## config.mk

```make
export PLATFORM = sky130hd
export DESIGN_NAME = bimodal_predictor
export DESIGN_NICKNAME = d
export VERILOG_FILES = /design/src/rtl/bimodal_pkg.sv /design/src/rtl/bimodal_entry_next.sv /design/src/rtl/bimodal_ctrl.sv /design/src/rtl/bimodal_datapath.sv /design/src/rtl/bimodal_predictor.sv
export SDC_FILE = /design/constraint.sdc
export NUM_CORES = 1
export LEC_CHECK = 0
export BUFFER_PORTS_ARGS = -buffer_cell sky130_fd_sc_hd__buf_2
export CORE_ASPECT_RATIO = 0.8
export CORE_MARGIN = 2
export CORE_UTILIZATION = 49
export DETAILED_ROUTE_END_ITERATION = 16
export PLACE_DENSITY = 0.75
export SYNTH_ARGS = -nofsm -noshare
export SYNTH_HDL_FRONTEND = slang
export SYNTH_SLANG_ARGS = --single-unit
```

## constraint.sdc

```tcl
create_clock -name clk -period 2.1 [get_ports clk]
set_input_delay 0.21 -clock clk [delete_from_list [all_inputs] [get_ports clk]]
set_output_delay 0.21 -clock clk [all_outputs]
set_load 0.02 [all_outputs]
```

## src/rtl/bimodal_pkg.sv

```systemverilog
package bimodal_pkg;

  typedef enum logic [1:0] {
    ENTRY_LAST = 2'd0,
    ENTRY_FSM  = 2'd1,
    ENTRY_SAT  = 2'd2
  } entry_kind_e;

  // Strobes from control to datapath
  typedef struct packed {
    logic wrEn;
    logic hitInc;
  } ctrl_strobe_t;

  function automatic int entryWidth(entry_kind_e kind, int cntW);
    case (kind)
      ENTRY_LAST: return 1;
      ENTRY_FSM:  return 2;
      default:    return cntW;
    endcase
  endfunction

endpackage

```

## src/rtl/bimodal_entry_next.sv

```systemverilog
module bimodal_entry_next
  import bimodal_pkg::*;
#(
  parameter entry_kind_e KIND = ENTRY_FSM,
  parameter int          EW   = 2
) (
  input  logic [EW-1:0] cur,
  input  logic          taken,
  output logic [EW-1:0] nxt
);

  generate
    if (KIND == ENTRY_LAST) begin : g_last
      always_comb nxt = {EW{taken}};
    end else if (KIND == ENTRY_FSM) begin : g_fsm
      always_comb begin
        case (cur[1:0])
          2'b00:   nxt = taken ? 2'b01 : 2'b00;
          2'b01:   nxt = taken ? 2'b10 : 2'b00;
          2'b10:   nxt = taken ? 2'b11 : 2'b01;
          default: nxt = taken ? 2'b11 : 2'b10;
        endcase
      end
    end else begin : g_sat
      localparam logic [EW-1:0] TOP = {EW{1'b1}};
      always_comb begin
        nxt = cur;
        if (taken && cur != TOP)       nxt = cur + 1'b1;
        else if (!taken && cur != '0)  nxt = cur - 1'b1;
      end
    end
  endgenerate

endmodule

```

## src/rtl/bimodal_ctrl.sv

```systemverilog
module bimodal_ctrl
  import bimodal_pkg::*;
#(
  parameter int PC_W  = 16,
  parameter int IDX_W = 4
) (
  input  logic [PC_W-1:0]  lookupPc,
  input  logic [PC_W-1:0]  updPc,
  input  logic             updValid,
  input  logic             updTaken,
  input  logic             wrPred,
  output logic [IDX_W-1:0] rdIdx,
  output logic [IDX_W-1:0] wrIdx,
  output ctrl_strobe_t     strobe
);

  logic unusedPcHigh;

  // Index is a plain truncation of the PC
  assign rdIdx = lookupPc[IDX_W-1:0];
  assign wrIdx = updPc[IDX_W-1:0];
  assign unusedPcHigh = ^{lookupPc[PC_W-1:IDX_W], updPc[PC_W-1:IDX_W]};

  always_comb begin
    strobe.wrEn   = updValid;
    strobe.hitInc = updValid && (wrPred == updTaken);
  end

endmodule

```

## src/rtl/bimodal_datapath.sv

```systemverilog
module bimodal_datapath
  import bimodal_pkg::*;
#(
  parameter entry_kind_e KIND  = ENTRY_FSM,
  parameter int          IDX_W = 4,
  parameter int          EW    = 2,
  parameter int          ACC_W = 16
) (
  input  logic             clk,
  input  logic             rst_n,
  input  logic [IDX_W-1:0] rdIdx,
  input  logic [IDX_W-1:0] wrIdx,
  input  logic             wrTaken,
  input  ctrl_strobe_t     strobe,
  output logic             rdPred,
  output logic             wrPred,
  output logic [ACC_W-1:0] hitCount
);

  localparam int DEPTH = 1 << IDX_W;

  logic [DEPTH-1:0][EW-1:0] tbl;
  logic [EW-1:0] wrCur;
  logic [EW-1:0] wrNext;

  assign wrCur  = tbl[wrIdx];
  // In every kind the top bit of the entry is the prediction
  assign rdPred = tbl[rdIdx][EW-1];
  assign wrPred = wrCur[EW-1];

  bimodal_entry_next #(.KIND(KIND), .EW(EW)) u_next (
    .cur  (wrCur),
    .taken(wrTaken),
    .nxt  (wrNext)
  );

  always_ff @(posedge clk or negedge rst_n) begin
    if (!rst_n) begin
      tbl <= '0;
    end else if (strobe.wrEn) begin
      for (int i = 0; i < DEPTH; i++) begin
        if (wrIdx == IDX_W'(i)) tbl[i] <= wrNext;
      end
    end
  end

  always_ff @(posedge clk or negedge rst_n) begin
    if (!rst_n)             hitCount <= '0;
    else if (strobe.hitInc) hitCount <= hitCount + 1'b1;
  end

  // idle cycles leave the table untouched
  a_r7_idle_stable: assert property (@(posedge clk) disable iff (!rst_n)
    !strobe.wrEn |=> $stable(tbl));

  // no hit strobe, no count change
  a_r10_hold: assert property (@(posedge clk) disable iff (!rst_n)
    !strobe.hitInc |=> $stable(hitCount));

  generate
    if (KIND == ENTRY_LAST) begin : g_a_last
      a_r2_last_dir: assert property (@(posedge clk) disable iff (!rst_n)
        strobe.wrEn |=> tbl[$past(wrIdx)][0] == $past(wrTaken));
    end else if (KIND == ENTRY_FSM) begin : g_a_fsm
      a_r4_one_step: assert property (@(posedge clk) disable iff (!rst_n)
        strobe.wrEn && wrTaken && wrCur == 2'b00 |=> tbl[$past(wrIdx)] == 2'b01);
      a_r4_strong_hold: assert property (@(posedge clk) disable iff (!rst_n)
        strobe.wrEn && !wrTaken && wrCur == 2'b11 |=> tbl[$past(wrIdx)] == 2'b10);
    end else begin : g_a_sat
      a_r5_clamp_top: assert property (@(posedge clk) disable iff (!rst_n)
        strobe.wrEn && wrTaken && wrCur == {EW{1'b1}} |=> tbl[$past(wrIdx)] == {EW{1'b1}});
      a_r5_clamp_bottom: assert property (@(posedge clk) disable iff (!rst_n)
        strobe.wrEn && !wrTaken && wrCur == '0 |=> tbl[$past(wrIdx)] == '0);
      a_r5_rise: assert property (@(posedge clk) disable iff (!rst_n)
        strobe.wrEn && wrTaken |=> tbl[$past(wrIdx)] >= $past(wrCur));
    end
  endgenerate

endmodule

```

## src/rtl/bimodal_predictor.sv

```systemverilog
module bimodal_predictor
  import bimodal_pkg::*;
#(
  parameter int          PC_W  = 16,
  parameter int          IDX_W = 4,
  parameter entry_kind_e KIND  = ENTRY_FSM,
  parameter int          CNT_W = 3,
  parameter int          ACC_W = 16
) (
  input  logic             clk,
  input  logic             rst_n,
  input  logic [PC_W-1:0]  lookupPc,
  output logic             predTaken,
  input  logic             updValid,
  input  logic [PC_W-1:0]  updPc,
  input  logic             updTaken,
  output logic [ACC_W-1:0] hitCount
);

  localparam int EW = entryWidth(KIND, CNT_W);

  logic [IDX_W-1:0] rdIdx;
  logic [IDX_W-1:0] wrIdx;
  logic             wrPred;
  ctrl_strobe_t     strobe;

  bimodal_ctrl #(.PC_W(PC_W), .IDX_W(IDX_W)) u_ctrl (
    .lookupPc(lookupPc),
    .updPc   (updPc),
    .updValid(updValid),
    .updTaken(updTaken),
    .wrPred  (wrPred),
    .rdIdx   (rdIdx),
    .wrIdx   (wrIdx),
    .strobe  (strobe)
  );

  bimodal_datapath #(.KIND(KIND), .IDX_W(IDX_W), .EW(EW), .ACC_W(ACC_W)) u_dp (
    .clk     (clk),
    .rst_n   (rst_n),
    .rdIdx   (rdIdx),
    .wrIdx   (wrIdx),
    .wrTaken (updTaken),
    .strobe  (strobe),
    .rdPred  (predTaken),
    .wrPred  (wrPred),
    .hitCount(hitCount)
  );

endmodule

```

==> results of run 1 <==
[registers in the layout, summed over array words and instances, names as in the netlist]
name and flops:
u_dp.hitCount 16, u_dp.tbl 32
[layout make-up]
| class | instances | area, sq um | area share [%] |
|---|---|---|---|
| multi-input combinational | 154 | 1448 | 46.15 |
| sequential | 48 | 1201 | 38.29 |
| timing repair buffer | 49 | 311.5 | 9.932 |
| tap | 62 | 77.57 | 2.473 |
| clock buffer | 5 | 68.82 | 2.194 |
| clock inverter | 1 | 30.03 | 0.9573 |
[cells in the mapped netlist, types with 4 or more instances]
master and count:
dfrtp_1 48, mux2_2 37, xnor2_1 14, nor2_1 13, and3_1 11, mux4_2 10
nand2_1 10, nand3_1 8, o31ai_1 8, a21oi_1 5, buf_2 5, mux2i_1 5
nor3_1 5, o311ai_0 4
[worst max-delay path, stage by stage, from the launching register on]
cell and delay [ns]:
dfrtp_1 0.42, mux2_2 0.27, mux4_2 0.59, mux2i_4 0.29, nor3_4 0.17, mux2_4 0.31
[routing by layer]
metal  global-route usage (%)  wire, um
met4                    4.409        21
met1                    27.74      2625
met3                    3.929       257
met2                    32.20      2737
met5                        0         0
[worst min-delay path by stage]
| stage | startpoint | slack, ns | endpoint |
|---|---|---|---|
| floorplan | rst_n | -0.09 | u_dp.hitCount[0] |
| detailed placement | rst_n | 0.34 | u_dp.hitCount[12] |
| global placement | rst_n | 0.33 | u_dp.hitCount[13] |
| finish | rst_n | -0.004 | u_dp.hitCount[13] |
| CTS | rst_n | 0.02 | u_dp.hitCount[12] |
| global route | rst_n | 0.08 | u_dp.hitCount[13] |
[power groups by stage]
stage | Combinational (mW) | Sequential, mW | Clock (mW)
6_report | 1.09 | 1.41 | 0.640
5_1_grt | 1.19 | 1.45 | 0.690
4_1_cts | 1.07 | 1.41 | 0.655
3_5_place_dp | 1.02 | 1.42 | 0
3_3_place_gp | 0.994 | 1.41 | 0
2_1_floorplan | 0.651 | 1.43 | 0
[cells by family after synthesis]
logic type               count (synthesis)
flip-flops                              48
multiplexers                            53
adder cells (fa/ha/maj)                  1
AND/OR/NAND/NOR                         61
AO/OA/AOI/OAI                           23
XOR/XNOR                                15
buffers and inverters                   10
[what timing repair did]
item                       CTS  global route
pin swaps                    1             2
resized for setup            9            14
setup endpoints to repair    9            32
gates cloned                 1             0
==> flow_summary_export.csv, run 1 <==
group,metric,value,unit
route,ant_nets,0,
logic_synthesis,ys.flop_type,"dfrtp_1",
clocking,ctsHoldBuffers,0,
global_routing,grt_pass1_vias,1876,
timing,setup_viol,18,
logic_synthesis,synth_cells,211,
place,dp_hpwl,3.943,mm
place,io_buffers,28,
clocking,cts_tree,"yes",
floorplanning,initial_core_util,51.36,%
global_routing,grt_max_degree,36,
logic_synthesis,synth_nets,248,
logic_synthesis,synth_top_area_share,46.18,%
clocking,clk_pin_slew,0.09,ns
clocking,cts.sinks,48,
logic_synthesis,yosysSeqAreaShare,46.18,%
floorplanning,fp.dieArea,5911,sq um
cells_and_area,fin_util,61.93,%
floorplanning,rows,23,
critical_path,crit_end,"u_dp.hitCount[1]",
place,place.gp.congestion,0.7974,
critical_path,r2r_end,"u_dp.hitCount[1]",
critical_path,cp.arrival,2.36,ns
logic_synthesis,synth_edf_count,0,
logic_synthesis,ys_seq_elements,48,
timing,finalHoldViolations,8,
critical_path,cp-start-kind,"register",
logic_synthesis,synth_top_family_by_area,"multiplexers",
critical_path,worstPathRequired,2.29,ns
logic_synthesis,synth_cell_type_count,30,
power_and_ir_drop,power.total,3.143,mW
logic_synthesis,synth_fa_ha_area_share,0.4810,%
global_routing,track_usage,19.83,%
cells_and_area,fin_cells,319,
timing,max_freq,460.7,MHz
logic_synthesis,yosys.area_share.xor_xnor,5.051,%
cells_and_area,layout_common_cells,"dfrtp_1, mux2_2, buf_2, buf_4, xnor2_1",
route,vias_per_cell,6.031,
clocking,cts_post_setup_buffers_inserted,0,
timing,finClkSkew,0.007439,ns
timing,slew_violations,0,
timing,holdWs,-0.003985,ns
timing,timing.final.ws_setup,-0.07055,ns
power_and_ir_drop,internal-power,2.153,mW
global_routing,overflow,0,
logic_synthesis,synth-compound-area-share,6.542,%
clocking,cts-buffers-inserted,5,
worst_hold_path,min_path_type,"primary input to asynchronous set/reset pin",
timing,totalNegativeSetupSlack,-0.3560,ns
critical_path,worstSetupPathType,"register to register",
global_routing,grt_pass1_wl,9.287,mm
place,place_ws,-0.1457,ns
critical_path,reg2reg_slack,-0.07,ns
power_and_ir_drop,switchingPower,0.9903,mW
clocking,cts_buffer_depth,2,
run_status,outcome,"finished, violations left",
power_and_ir_drop,sw_frac_of_total,31.50,%
run_status,violations,"hold timing, setup timing",
timing,rsz0062_at_grt,"yes",
power_and_ir_drop,p_clk_share,20.4,%
route,vias,1924,
timing,fin_crit,2.171,ns
critical_path,path_max_fanout,7,
clocking,h-tree-depth,2,
power_and_ir_drop,p_seq_share,45.0,%
critical_path,setup.worst_path.end_class,"register",
logic_synthesis,post_synth_mux_area_share,27.47,%
floorplanning,core,5065,sq um
floorplanning,die_w,85.46,um
power_and_ir_drop,p_per_area,1002,nW/um^2
clocking,insertion_delay,0.30,ns
logic_synthesis,synth_area_leaders,"dfrtp_1, mux2_2, mux4_2",
cells_and_area,post-route-cell-area,3137,sq um
cells_and_area,layout-drive-gt1-share,45.14,%
route,drt-pass1-iter-count,4,
floorplanning,fp.dieH,69.17,um
cells_and_area,layout_commonest_cell,"dfrtp_1",
floorplanning,ios,53,
critical_path,crit_path_start,"u_dp.tbl[9]",
timing,period_share,103.4,%
logic_synthesis,yosysWarnings,0,
cells_and_area,fill_cells,388,
power_and_ir_drop,p_leak,1.434,nW
place,postPlaceCellArea,2923,sq um
route,drt_iter0_markers,66,
power_and_ir_drop,peakVddDrop,0.7902,mV
cells_and_area,syn2layout_area_growth,20.59,%
global_routing,grt_antenna_before_repair,0,
route,drc,0,
logic_synthesis,async_flop_share,100.0,%
clocking,cts_root_buf,"clkbuf_8",
logic_synthesis,synth_area_per_cell,12.33,sq um
logic_synthesis,yosys.area_share.simple,12.03,%
route,routed_wl,5.642,mm
place,placed_cells,312,
timing,worst_slew_pin_slew,0.8076,ns
cells_and_area,n_antenna_cell,0,
cells_and_area,nets,295,
logic_synthesis,yosys.area.top_type,"dfrtp_1",
timing,relSlewSlack,46.16,%
critical_path,r2r_cells,5,
flow_run,drv_cap,0,
power_and_ir_drop,comb_power_share,34.7,%
logic_synthesis,syn_area,2601,sq um
route,wl_per_cell,17.69,um
critical_path,r2r-start,"u_dp.tbl[9]",
No activity file was read; power rests on OpenSTA's default activity.
==> run 2, diff against run 1 <==
Settings changed: CORE_ASPECT_RATIO 0.8 to not set.
==> run 2 against run 1 <==
Effect of this change:
- the flow finishes with violations (setup timing)
- via count down 2.4%
- combinational power about the same
- clock power down 9.1%
- hold slack better by 0.41 ns
- sequential cell count unchanged
- die area about the same
- sequential share of layout area up 0.18 points
- register-to-register slack about the same
- critical endpoint unchanged
- count of clock-buffer cells in the layout up 2
==> flow_summary_export.csv, run 2 (same netlist as run 1, synthesis figures left out) <==
group,metric,value,unit
worst_hold_path,hold_depth,3,
power_and_ir_drop,power.total,3.071,mW
route,ant_nets,0,
global_routing,overflow,0,
place,io_buffers,28,
floorplanning,initial_core_util,50.93,%
timing,rsz0062_at_grt,"yes",
critical_path,cpPeakStageDelay,0.60,ns
cells_and_area,post-route-cell-area,3122,sq um
cells_and_area,n_antenna_cell,0,
critical_path,setup.worst_path.end_class,"register",
floorplanning,rows,26,
run_status,outcome,"finished, violations left",
route,drt-pass1-iter-count,4,
flow_run,drv_cap,0,
cells_and_area,fin_util,61.12,%
timing,period_share,103.3,%
place,place_ws,-0.2018,ns
cells_and_area,layout_common_cells,"dfrtp_1, mux2_2, buf_2, buf_4, xnor2_1",
critical_path,path_max_fanout,7,
cells_and_area,syn2layout_area_growth,20.01,%
timing,setup_viol,16,
cells_and_area,largest_register_ffs,32,
run_status,violations,"setup timing",
floorplanning,ios,53,
power_and_ir_drop,peakVddDrop,0.5932,mV
timing,finalHoldViolations,0,
critical_path,slowest_stage,"mux4_2",
critical_path,r2r_end,"u_dp.hitCount[1]",
worst_hold_path,min_path_type,"primary input to register",
timing,holdWs,0.4029,ns
global_routing,grt_max_degree,22,
timing,worst_slew_pin_slew,0.6296,ns
place,place.gp.congestion,0.8626,
route,drt_iter0_markers,66,
timing,timing.final.ws_setup,-0.06985,ns
critical_path,crit_buf_inv,0,
power_and_ir_drop,p_clk_share,19.0,%
global_routing,track_usage,20.04,%
route,vias_per_cell,5.674,
cells_and_area,fin_cells,331,
clocking,cts_root_buf,"clkbuf_8",
clocking,cts.sinks,48,
worst_hold_path,hold-path-endpoint,"u_dp.tbl[24]",
place,placed_cells,321,
power_and_ir_drop,p_seq_share,45.7,%
cells_and_area,layout-drive-gt1-share,42.53,%
global_routing,grt_pass1_wl,9.349,mm
critical_path,crit_cells,5,
floorplanning,fp.dieArea,5907,sq um
worst_hold_path,hold_start,"updTaken",
floorplanning,core,5107,sq um
critical_path,r2r_cells,5,
floorplanning,fp.dieH,76.86,um
critical_path,r2r-start,"u_dp.tbl[27]",
power_and_ir_drop,sw_frac_of_total,31.57,%
timing,finClkSkew,0.005620,ns
clocking,clk_pin_slew,0.08,ns
cells_and_area,top_regs,"u_dp.tbl: 32 flops, u_dp.hitCount: 16 flops",
clocking,insertion_delay,0.30,ns
cells_and_area,nets,298,
clocking,cts_tree,"yes",
cells_and_area,layout_commonest_cell,"dfrtp_1",
power_and_ir_drop,p_leak,1.481,nW
timing,fin_crit,2.170,ns
critical_path,worstSetupPathType,"register to register",
timing,totalNegativeSetupSlack,-0.2793,ns
route,wl_per_cell,16.55,um
critical_path,path_cells,"mux2_2, mux4_2, mux2i_4, nor3_2, mux2_4",
power_and_ir_drop,internal-power,2.102,mW
timing,slew_violations,0,
place,dp_hpwl,4.117,mm
critical_path,worstPathRequired,2.29,ns
power_and_ir_drop,comb_power_share,35.3,%
timing,max_freq,460.9,MHz
route,vias,1878,
clocking,h-tree-depth,2,
clocking,cts-buffers-inserted,5,
power_and_ir_drop,p_per_area,983.8,nW/um^2
place,postPlaceCellArea,2953,sq um
cells_and_area,fill_cells,437,
critical_path,reg2reg_slack,-0.07,ns
critical_path,cp-start-kind,"register",
power_and_ir_drop,switchingPower,0.9696,mW
global_routing,grt_pass1_vias,1925,
cells_and_area,top_register,"u_dp.tbl",
critical_path,crit_family,"multiplexers",
floorplanning,die_w,76.86,um
clocking,cts_buffer_depth,2,
route,routed_wl,5.478,mm
critical_path,cp.arrival,2.36,ns
route,drc,0,
timing,relSlewSlack,58.03,%
global_routing,grt_antenna_before_repair,0,
[run 2: area by class of cell]
class,instances,area (sq um),area share (%)
Sequential cell,48,1201,38.48
Timing Repair Buffer,52,345.3,11.06
Multi-Input combinational cell,154,1391,44.57
Clock buffer,7,96.34,3.086
Tap cell,70,87.58,2.806
[run 2: metal layers]
layer  vias to the layer above  global-route usage [%]  routed length [um]
li1                        890                       -                   -
met1                       937                   26.16                2441
met2                        44                   33.77                2766
met3                         7                   3.765                 214
met4                         0                   6.364                  55
met5                         -                       0                   0
[run 2: how the worst max path moves through the flow]
stage          slack, ns                 to    startpoint
5_1_grt            -0.14   u_dp.hitCount[7]  u_dp.tbl[27]
3_5_place_dp       -0.20  u_dp.hitCount[11]      updPc[1]
3_3_place_gp       -0.14  u_dp.hitCount[11]      updPc[1]
4_1_cts            -0.07   u_dp.hitCount[1]  u_dp.tbl[27]
6_report           -0.07   u_dp.hitCount[1]  u_dp.tbl[27]
2_1_floorplan       0.06  u_dp.hitCount[15]      updPc[1]
[run 2: timing repair]
action	4_1_cts	5_1_grt
hold buffers	1	0
hold endpoints to repair	19	0
cloned	1	0
setup endpoints to repair	10	32
pin swaps	1	2
setup buffers	1	0
resized for setup	9	3
[run 2: power by group through the flow]
stage                     Clock [mW]  Combinational (mW)  Sequential [mW]
after floorplan                    0               0.651             1.43
after global placement             0               0.997             1.40
after detailed placement           0                1.04             1.42
after CTS                      0.601                1.09             1.40
after global routing           0.650                1.17             1.45
final                          0.582                1.09             1.40
[run 2: worst reg2reg max path, stage by stage (launching register included)]
cell and delay (ns):
dfrtp_1 0.40, mux2_2 0.27, mux4_2 0.60, mux2i_4 0.28, nor3_2 0.19, mux2_4 0.32
